[config.mk]
export PLATFORM = sky130hd
export DESIGN_NAME = line_wb_buffer
export DESIGN_NICKNAME = d
export VERILOG_FILES = /design/src/rtl/lwb_pkg.sv /design/src/rtl/lwb_ctrl.sv /design/src/rtl/lwb_entry.sv /design/src/rtl/lwb_beat.sv /design/src/rtl/line_wb_buffer.sv
export SDC_FILE = /design/constraint.sdc
export NUM_CORES = 1
export LEC_CHECK = 0
export ABC_CLOCK_PERIOD_IN_PS = 2070
export BUFFER_PORTS_ARGS = -buffer_cell sky130_fd_sc_hd__buf_2
export CAP_MARGIN = 20
export CORE_AREA = 4 4 304 306
export CTS_BUF_LIST = sky130_fd_sc_hd__clkbuf_8
export CTS_CLUSTER_SIZE = 10
export DETAILED_ROUTE_END_ITERATION = 10
export DIE_AREA = 0 0 308 310
export SLEW_MARGIN = 20
export SYNTH_ARGS = -nofsm -noshare
export SYNTH_HDL_FRONTEND = slang
export SYNTH_HIERARCHICAL = 1
export SYNTH_SLANG_ARGS = --single-unit
[constraint.sdc]
create_clock -name clk_i -period 2.07 [get_ports clk_i]
set_input_delay 0.414 -clock clk_i [delete_from_list [all_inputs] [get_ports clk_i]]
set_output_delay 0.414 -clock clk_i [all_outputs]
set_load 0.05 [all_outputs]
[src/rtl/lwb_pkg.sv]
package lwb_pkg;
  typedef enum logic [1:0] {
    CAUSE_REPL  = 2'd0,
    CAUSE_INSTR = 2'd1,
    CAUSE_FLUSH = 2'd2,
    CAUSE_RSVD  = 2'd3
  } cause_e;

  typedef enum logic [1:0] {
    ST_IDLE       = 2'd0,
    ST_FILL_ISSUE = 2'd1,
    ST_FILL_WAIT  = 2'd2,
    ST_WRITE      = 2'd3
  } state_e;
endpackage

[src/rtl/lwb_ctrl.sv]
module lwb_ctrl
  import lwb_pkg::*;
#(
  parameter int BEATS = 4,
  localparam int IDX_W = (BEATS > 1) ? $clog2(BEATS) : 1
) (
  input  logic             clk_i,
  input  logic             rst_ni,
  input  logic             evict_req_i,
  input  logic [1:0]       cause_i,
  input  logic             fill_gnt_i,
  input  logic             fill_done_i,
  input  logic             wr_ack_i,
  output logic             capture_o,
  output logic             release_o,
  output logic             fill_req_o,
  output logic             wr_req_o,
  output logic             wr_last_o,
  output logic [IDX_W-1:0] beat_o,
  output logic             busy_o
);
  localparam logic [IDX_W-1:0] LAST_BEAT = IDX_W'(BEATS - 1);

  state_e           state_q, state_d;
  logic [IDX_W-1:0] beat_q, beat_d;
  logic             fill_pend_q;

  always_comb begin
    state_d   = state_q;
    beat_d    = beat_q;
    capture_o = 1'b0;
    release_o = 1'b0;
    unique case (state_q)
      ST_IDLE: begin
        if (evict_req_i) begin
          if (cause_e'(cause_i) == CAUSE_REPL) begin
            state_d = ST_FILL_ISSUE;
          end else begin
            capture_o = 1'b1;
            beat_d    = '0;
            state_d   = ST_WRITE;
          end
        end
      end
      ST_FILL_ISSUE: begin
        // victim copy only once the fill read is on the bus
        if (fill_gnt_i) begin
          capture_o = 1'b1;
          state_d   = ST_FILL_WAIT;
        end
      end
      ST_FILL_WAIT: begin
        if (fill_done_i) begin
          beat_d  = '0;
          state_d = ST_WRITE;
        end
      end
      ST_WRITE: begin
        if (wr_ack_i) begin
          if (beat_q == LAST_BEAT) begin
            release_o = 1'b1;
            state_d   = ST_IDLE;
          end else begin
            beat_d = beat_q + 1'b1;
          end
        end
      end
      default: state_d = ST_IDLE;
    endcase
  end

  always_ff @(posedge clk_i or negedge rst_ni) begin
    if (!rst_ni) begin
      state_q     <= ST_IDLE;
      beat_q      <= '0;
      fill_pend_q <= 1'b0;
    end else begin
      state_q <= state_d;
      beat_q  <= beat_d;
      if (state_q == ST_FILL_ISSUE && fill_gnt_i) fill_pend_q <= 1'b1;
      else if (fill_done_i)                      fill_pend_q <= 1'b0;
    end
  end

  assign fill_req_o = (state_q == ST_FILL_ISSUE);
  assign wr_req_o   = (state_q == ST_WRITE);
  assign wr_last_o  = wr_req_o && (beat_q == LAST_BEAT);
  assign beat_o     = beat_q;
  assign busy_o     = (state_q != ST_IDLE);

  AST_NO_WRITE_DURING_FILL: assert property (@(posedge clk_i) disable iff (!rst_ni)
    wr_req_o |-> !fill_pend_q);
  AST_BURST_CONTINUES: assert property (@(posedge clk_i) disable iff (!rst_ni)
    (wr_req_o && wr_ack_i && !wr_last_o) |=> wr_req_o);
  AST_FILL_HELD: assert property (@(posedge clk_i) disable iff (!rst_ni)
    (fill_req_o && !fill_gnt_i) |=> fill_req_o);
endmodule

[src/rtl/lwb_entry.sv]
module lwb_entry #(
  parameter int ADDR_W = 32,
  parameter int LINE_W = 256,
  parameter int OFF_W  = 5,
  parameter int N_SNP  = 2,
  localparam int TAG_W = ADDR_W - OFF_W
) (
  input  logic                    clk_i,
  input  logic                    rst_ni,
  input  logic                    capture_i,
  input  logic                    release_i,
  input  logic [ADDR_W-1:0]       addr_i,
  input  logic [LINE_W-1:0]       line_i,
  input  logic [N_SNP-1:0]        snp_req_i,
  input  logic [N_SNP*ADDR_W-1:0] snp_addr_i,
  output logic                    valid_o,
  output logic [TAG_W-1:0]        tag_o,
  output logic [LINE_W-1:0]       line_o,
  output logic [N_SNP-1:0]        snp_hit_o
);
  logic              valid_q;
  logic [TAG_W-1:0]  tag_q;
  logic [LINE_W-1:0] line_q;
  logic              unused_off;

  always_ff @(posedge clk_i or negedge rst_ni) begin
    if (!rst_ni) begin
      valid_q <= 1'b0;
      tag_q   <= '0;
      line_q  <= '0;
    end else begin
      if (capture_i) begin
        valid_q <= 1'b1;
        tag_q   <= addr_i[ADDR_W-1:OFF_W];
        line_q  <= line_i;
      end else if (release_i) begin
        valid_q <= 1'b0;
      end
    end
  end

  for (genvar p = 0; p < N_SNP; p++) begin : g_snp
    assign snp_hit_o[p] = snp_req_i[p] && valid_q &&
                          (snp_addr_i[p*ADDR_W+OFF_W +: TAG_W] == tag_q);
  end

  assign unused_off = ^{snp_addr_i, addr_i[OFF_W-1:0]};
  assign valid_o    = valid_q;
  assign tag_o      = tag_q;
  assign line_o     = line_q;

  AST_NO_OVERWRITE: assert property (@(posedge clk_i) disable iff (!rst_ni)
    capture_i |-> !valid_q);
  AST_HELD_STABLE: assert property (@(posedge clk_i) disable iff (!rst_ni)
    (valid_q && !capture_i && !release_i) |=> ($stable(line_q) && $stable(tag_q)));
  AST_RELEASE_CLEARS: assert property (@(posedge clk_i) disable iff (!rst_ni)
    release_i |=> !valid_q);
endmodule

[src/rtl/lwb_beat.sv]
module lwb_beat #(
  parameter int ADDR_W = 32,
  parameter int LINE_W = 256,
  parameter int BEAT_W = 64,
  parameter int OFF_W  = 5,
  localparam int BEATS  = LINE_W / BEAT_W,
  localparam int IDX_W  = (BEATS > 1) ? $clog2(BEATS) : 1,
  localparam int BOFF_W = $clog2(BEAT_W / 8),
  localparam int TAG_W  = ADDR_W - OFF_W
) (
  input  logic [TAG_W-1:0]  tag_i,
  input  logic [LINE_W-1:0] line_i,
  input  logic [IDX_W-1:0]  beat_i,
  output logic [ADDR_W-1:0] addr_o,
  output logic [BEAT_W-1:0] data_o
);
  logic [OFF_W-1:0] off;

  assign off    = OFF_W'(beat_i) << BOFF_W;
  assign addr_o = {tag_i, off};
  assign data_o = line_i[beat_i*BEAT_W +: BEAT_W];
endmodule

[src/rtl/line_wb_buffer.sv]
module line_wb_buffer
  import lwb_pkg::*;
#(
  parameter int ADDR_W = 32,
  parameter int LINE_W = 256,
  parameter int BEAT_W = 64,
  parameter int N_SNP  = 2
) (
  input  logic                    clk_i,
  input  logic                    rst_ni,
  input  logic                    evict_req_i,
  input  logic [1:0]              evict_cause_i,
  input  logic [ADDR_W-1:0]       evict_addr_i,
  input  logic [LINE_W-1:0]       evict_line_i,
  input  logic [ADDR_W-1:0]       fill_addr_i,
  output logic                    evict_ack_o,
  output logic                    busy_o,
  output logic                    valid_o,
  output logic                    fill_req_o,
  output logic [ADDR_W-1:0]       fill_addr_o,
  input  logic                    fill_gnt_i,
  input  logic                    fill_done_i,
  output logic                    wr_req_o,
  output logic [ADDR_W-1:0]       wr_addr_o,
  output logic [BEAT_W-1:0]       wr_data_o,
  output logic                    wr_last_o,
  input  logic                    wr_ack_i,
  input  logic [N_SNP-1:0]        snp_req_i,
  input  logic [N_SNP*ADDR_W-1:0] snp_addr_i,
  output logic [N_SNP-1:0]        snp_hit_o,
  output logic [LINE_W-1:0]       snp_data_o
);
  localparam int BEATS = LINE_W / BEAT_W;
  localparam int IDX_W = (BEATS > 1) ? $clog2(BEATS) : 1;
  localparam int OFF_W = $clog2(LINE_W / 8);
  localparam int TAG_W = ADDR_W - OFF_W;

  logic              capture, release_e;
  logic [IDX_W-1:0]  beat;
  logic [TAG_W-1:0]  tag;
  logic [LINE_W-1:0] line;

  lwb_ctrl #(.BEATS(BEATS)) i_ctrl (
    .clk_i       (clk_i),
    .rst_ni      (rst_ni),
    .evict_req_i (evict_req_i),
    .cause_i     (evict_cause_i),
    .fill_gnt_i  (fill_gnt_i),
    .fill_done_i (fill_done_i),
    .wr_ack_i    (wr_ack_i),
    .capture_o   (capture),
    .release_o   (release_e),
    .fill_req_o  (fill_req_o),
    .wr_req_o    (wr_req_o),
    .wr_last_o   (wr_last_o),
    .beat_o      (beat),
    .busy_o      (busy_o)
  );

  lwb_entry #(
    .ADDR_W(ADDR_W), .LINE_W(LINE_W), .OFF_W(OFF_W), .N_SNP(N_SNP)
  ) i_entry (
    .clk_i      (clk_i),
    .rst_ni     (rst_ni),
    .capture_i  (capture),
    .release_i  (release_e),
    .addr_i     (evict_addr_i),
    .line_i     (evict_line_i),
    .snp_req_i  (snp_req_i),
    .snp_addr_i (snp_addr_i),
    .valid_o    (valid_o),
    .tag_o      (tag),
    .line_o     (line),
    .snp_hit_o  (snp_hit_o)
  );

  lwb_beat #(
    .ADDR_W(ADDR_W), .LINE_W(LINE_W), .BEAT_W(BEAT_W), .OFF_W(OFF_W)
  ) i_beat (
    .tag_i  (tag),
    .line_i (line),
    .beat_i (beat),
    .addr_o (wr_addr_o),
    .data_o (wr_data_o)
  );

  assign evict_ack_o = capture;
  assign fill_addr_o = fill_addr_i;
  assign snp_data_o  = line;

  AST_ACK_AFTER_GRANT: assert property (@(posedge clk_i) disable iff (!rst_ni)
    (evict_ack_o && cause_e'(evict_cause_i) == CAUSE_REPL) |-> fill_gnt_i);
  AST_BEAT_HOLD: assert property (@(posedge clk_i) disable iff (!rst_ni)
    (wr_req_o && !wr_ack_i) |=> (wr_req_o && $stable(wr_addr_o) && $stable(wr_data_o)));
  AST_LAST_RELEASES: assert property (@(posedge clk_i) disable iff (!rst_ni)
    (wr_req_o && wr_ack_i && wr_last_o) |=> (!valid_o && !busy_o));
  AST_HIT_NEEDS_VALID: assert property (@(posedge clk_i) disable iff (!rst_ni)
    (snp_hit_o != '0) |-> valid_o);
  AST_WRITE_HAS_ENTRY: assert property (@(posedge clk_i) disable iff (!rst_ni)
    wr_req_o |-> valid_o);
endmodule

==> flow_summary.json <==
{
  "cts_root_buffer": "clkbuf_8",
  "dr.pass1.iters": 4,
  "crit_path_start_kind": "register",
  "required_ps": 1660,
  "area_growth_pct": 78.6,
  "synth_area_leaders": "dfrtp_1 (52%), mux2_2 (21%), mux4_2 (9.8%)",
  "place.gp.congestion": 0.829,
  "grt_pass1_wl_um": 80000,
  "dpl.hpwl_um": 40000,
  "cp-startpoint": "i_entry/tag_o[23]",
  "numClockSinks": 288,
  "dieArea_um2": 95500,
  "dr.first_iter.drc_count": 420,
  "hold_viol_final": 0,
  "core_area_um2": 89600,
  "period_minus_slack_ps": 2810,
  "ant_nets": 0,
  "finish.utilization": 0.275,
  "status": "complete, but fails checks",
  "antenna_cells": 0,
  "die_x_um": 308,
  "ys_ff_latch": 288,
  "fp-row-count": 110,
  "setup_viol": 70,
  "clock.fmax_mhz": 356,
  "wl_per_cell_um": 18.7,
  "nFillCells": 8993,
  "hp-class": "input port to register",
  "grt_max_degree": 53,
  "pin_count": 786,
  "final-max-slew-violation-count": 0,
  "cap_violations": 0,
  "drc": 0,
  "layout_setup_ws_ps": -742,
  "start_util": 0.154,
  "antenna_found_initial": 0,
  "grt_pass1_vias": 12841,
  "syn-mean-instance-area_um2": 16.1,
  "critPathMaxStageDelay_ps": 460,
  "synth_top_area_frac": 0.522,
  "synth_cell_types": 34,
  "violations": "setup timing",
  "track_usage": 0.110,
  "critPathMostFrequentCell": "buf_6",
  "die_h_um": 310,
  "reg2reg_setup_slack_ps": 40,
  "crit_path_end_kind": "output pin",
  "cts.clk_slew.worst_paths_ps": 60,
  "cts_tree": "yes",
  "skew_ps": 24.2,
  "timing.hold.ws_ps": 114,
  "final_nets": 2336,
  "final_layout_size_suffix_gt1_frac": 0.661,
  "ys_warn_count": 6,
  "grt_overflow": 0,
  "ys_seq_area_frac": 0.522,
  "vias": 11893,
  "clk_latency_ps": 650,
  "min-delay-start": "evict_line_i[131]",
  "yosysTopAreaCell": "dfrtp_1",
  "path_cells": "xor2_1 > nor4_1 > nand4_1 > buf_6 > nor4_4 > buf_6",
  "synth_area_um2": 13800,
  "routed_wl_um": 59000,
  "period_share": 1.36,
  "arrival_ps": 2400,
  "r2r_start": "i_ctrl/state_q[1]",
  "crit_type": "register to output pin",
  "numCtsBuffers": 52,
  "h-tree-depth": 2,
  "rsz0062_at_grt": "yes",
  "cp_slowest_cell": "dfrtp_1",
  "portBuffers": 703,
  "cts_buffer_depth": 3,
  "synthCells": 857,
  "critical_path.max_fanout": 3,
  "routed_via_density": 3.77
}
## cells in the mapped netlist, drive strengths merged
| cell | instances |
|---|---|
| nand2b | 1 |
| clkbuf | 1 |
| mux2i | 2 |
| conb | 1 |
| a2111oi | 1 |
| and2 | 1 |
| o221ai | 1 |
| xor2 | 30 |
| inv | 9 |
| o22ai | 1 |
| a21o | 1 |
| nor4 | 10 |
| o21ai | 2 |
| nand2 | 6 |
| nand4 | 8 |
| mux2 | 284 |
| nand3 | 1 |
| nor2 | 3 |
| and3 | 1 |
| mux4 | 64 |
| xnor2 | 24 |
| dfrtp | 288 |
| o22a | 1 |
| ha | 7 |
| buf | 109 |
## layout make-up
class / count / area [um2] / share of cell area
repair buffers: 1132 / 8900 / 0.361
flip-flops and latches: 288 / 7220 / 0.293
multi-input cells: 452 / 5830 / 0.236
well taps: 1176 / 1470 / 0.0597
clock buffers: 69 / 950 / 0.0385
clock inverters: 26 / 246 / 0.0100
inverters: 9 / 38.8 / 0.00157
## placed cells by master, fill, tap and decap left out, drive strengths merged, types with 8 or more instances in the layout
cell	Yosys	layout
inv	9	22
nand4	8	8
mux2	284	284
xor2	30	30
mux4	64	64
clkbuf	1	81
clkinv	0	8
nor4	10	10
buf	109	840
xnor2	24	24
dfrtp	288	288
dlygate4sd3	0	280
## sequential cells by signal (all words and copies together), names as in the netlist
| name | flops |
|---|---|
| i_ctrl/state_q | 2 |
| i_entry/valid_o | 1 |
| i_entry/line_o | 256 |
| i_ctrl/beat_o | 2 |
| i_entry/tag_o | 27 |
## worst paths after layout
path | endpoint | cells after the start
setup / recovery | snp_hit_o[0] | 6
setup reg to reg | i_entry/line_o[114] | 9
min in group asynchronous | i_entry/line_o[231] | 2
hold reg to reg | i_entry/line_o[192] | 1
max in group asynchronous | i_entry/line_o[188] | 3
hold / removal | i_entry/line_o[131] | 2
## per-layer routing
metal | global-route usage | vias to the layer above | share of wire
met5 | 0 | - | 0
met4 | 0.0496 | 0 | 0.042
met3 | 0.0366 | 143 | 0.083
met2 | 0.203 | 585 | 0.52
met1 | 0.114 | 5909 | 0.36
li1 | - | 5256 | -
## kinds of logic after synthesis
group                      after synthesis  synth area share
muxes                                  350             0.344
DFF                                    288             0.522
buffers and inverters                  119            0.0741
xor gates and xnor gates                54            0.0343
and+or+nand+nor                         31            0.0134
adders and majority gates                7           0.00634
AOI/OAI and AO/OA                        7           0.00544
other                                    1          0.000272
## worst max-delay path, delay by kind of cell, from the launching register on
| family | cells | cell delay, ps |
|---|---|---|
| xor+xnor | 1 | 190 |
| simple gates | 3 | 720 |
| flops | 1 | 460 |
| buf+inv | 2 | 390 |
## per-stage QoR
step	TNS (ps)	instance area [um2]	instances	setup slack, ps
6_report	-38170	24700	3152	-742
4_1_cts	-46910	23800	3123	-908
3_5_place_dp	-490	18800	2725	-316
3_3_place_gp	-575	18800	2725	-379
2_1_floorplan	0	13900	859	9.84
5_1_grt	-49190	24700	3152	-914
## repair_timing
item	4_1_cts	5_1_grt
resized for setup	218	104
endpoints found under the hold margin	364	0
hold buffers	280	0
setup buffers	22	22
cloned	3	14
endpoints found under the setup margin	73	176
pin swaps	9	13
Power is not shown: default switching activity piles up to over one toggle a cycle in this logic, so the estimate is an artifact.
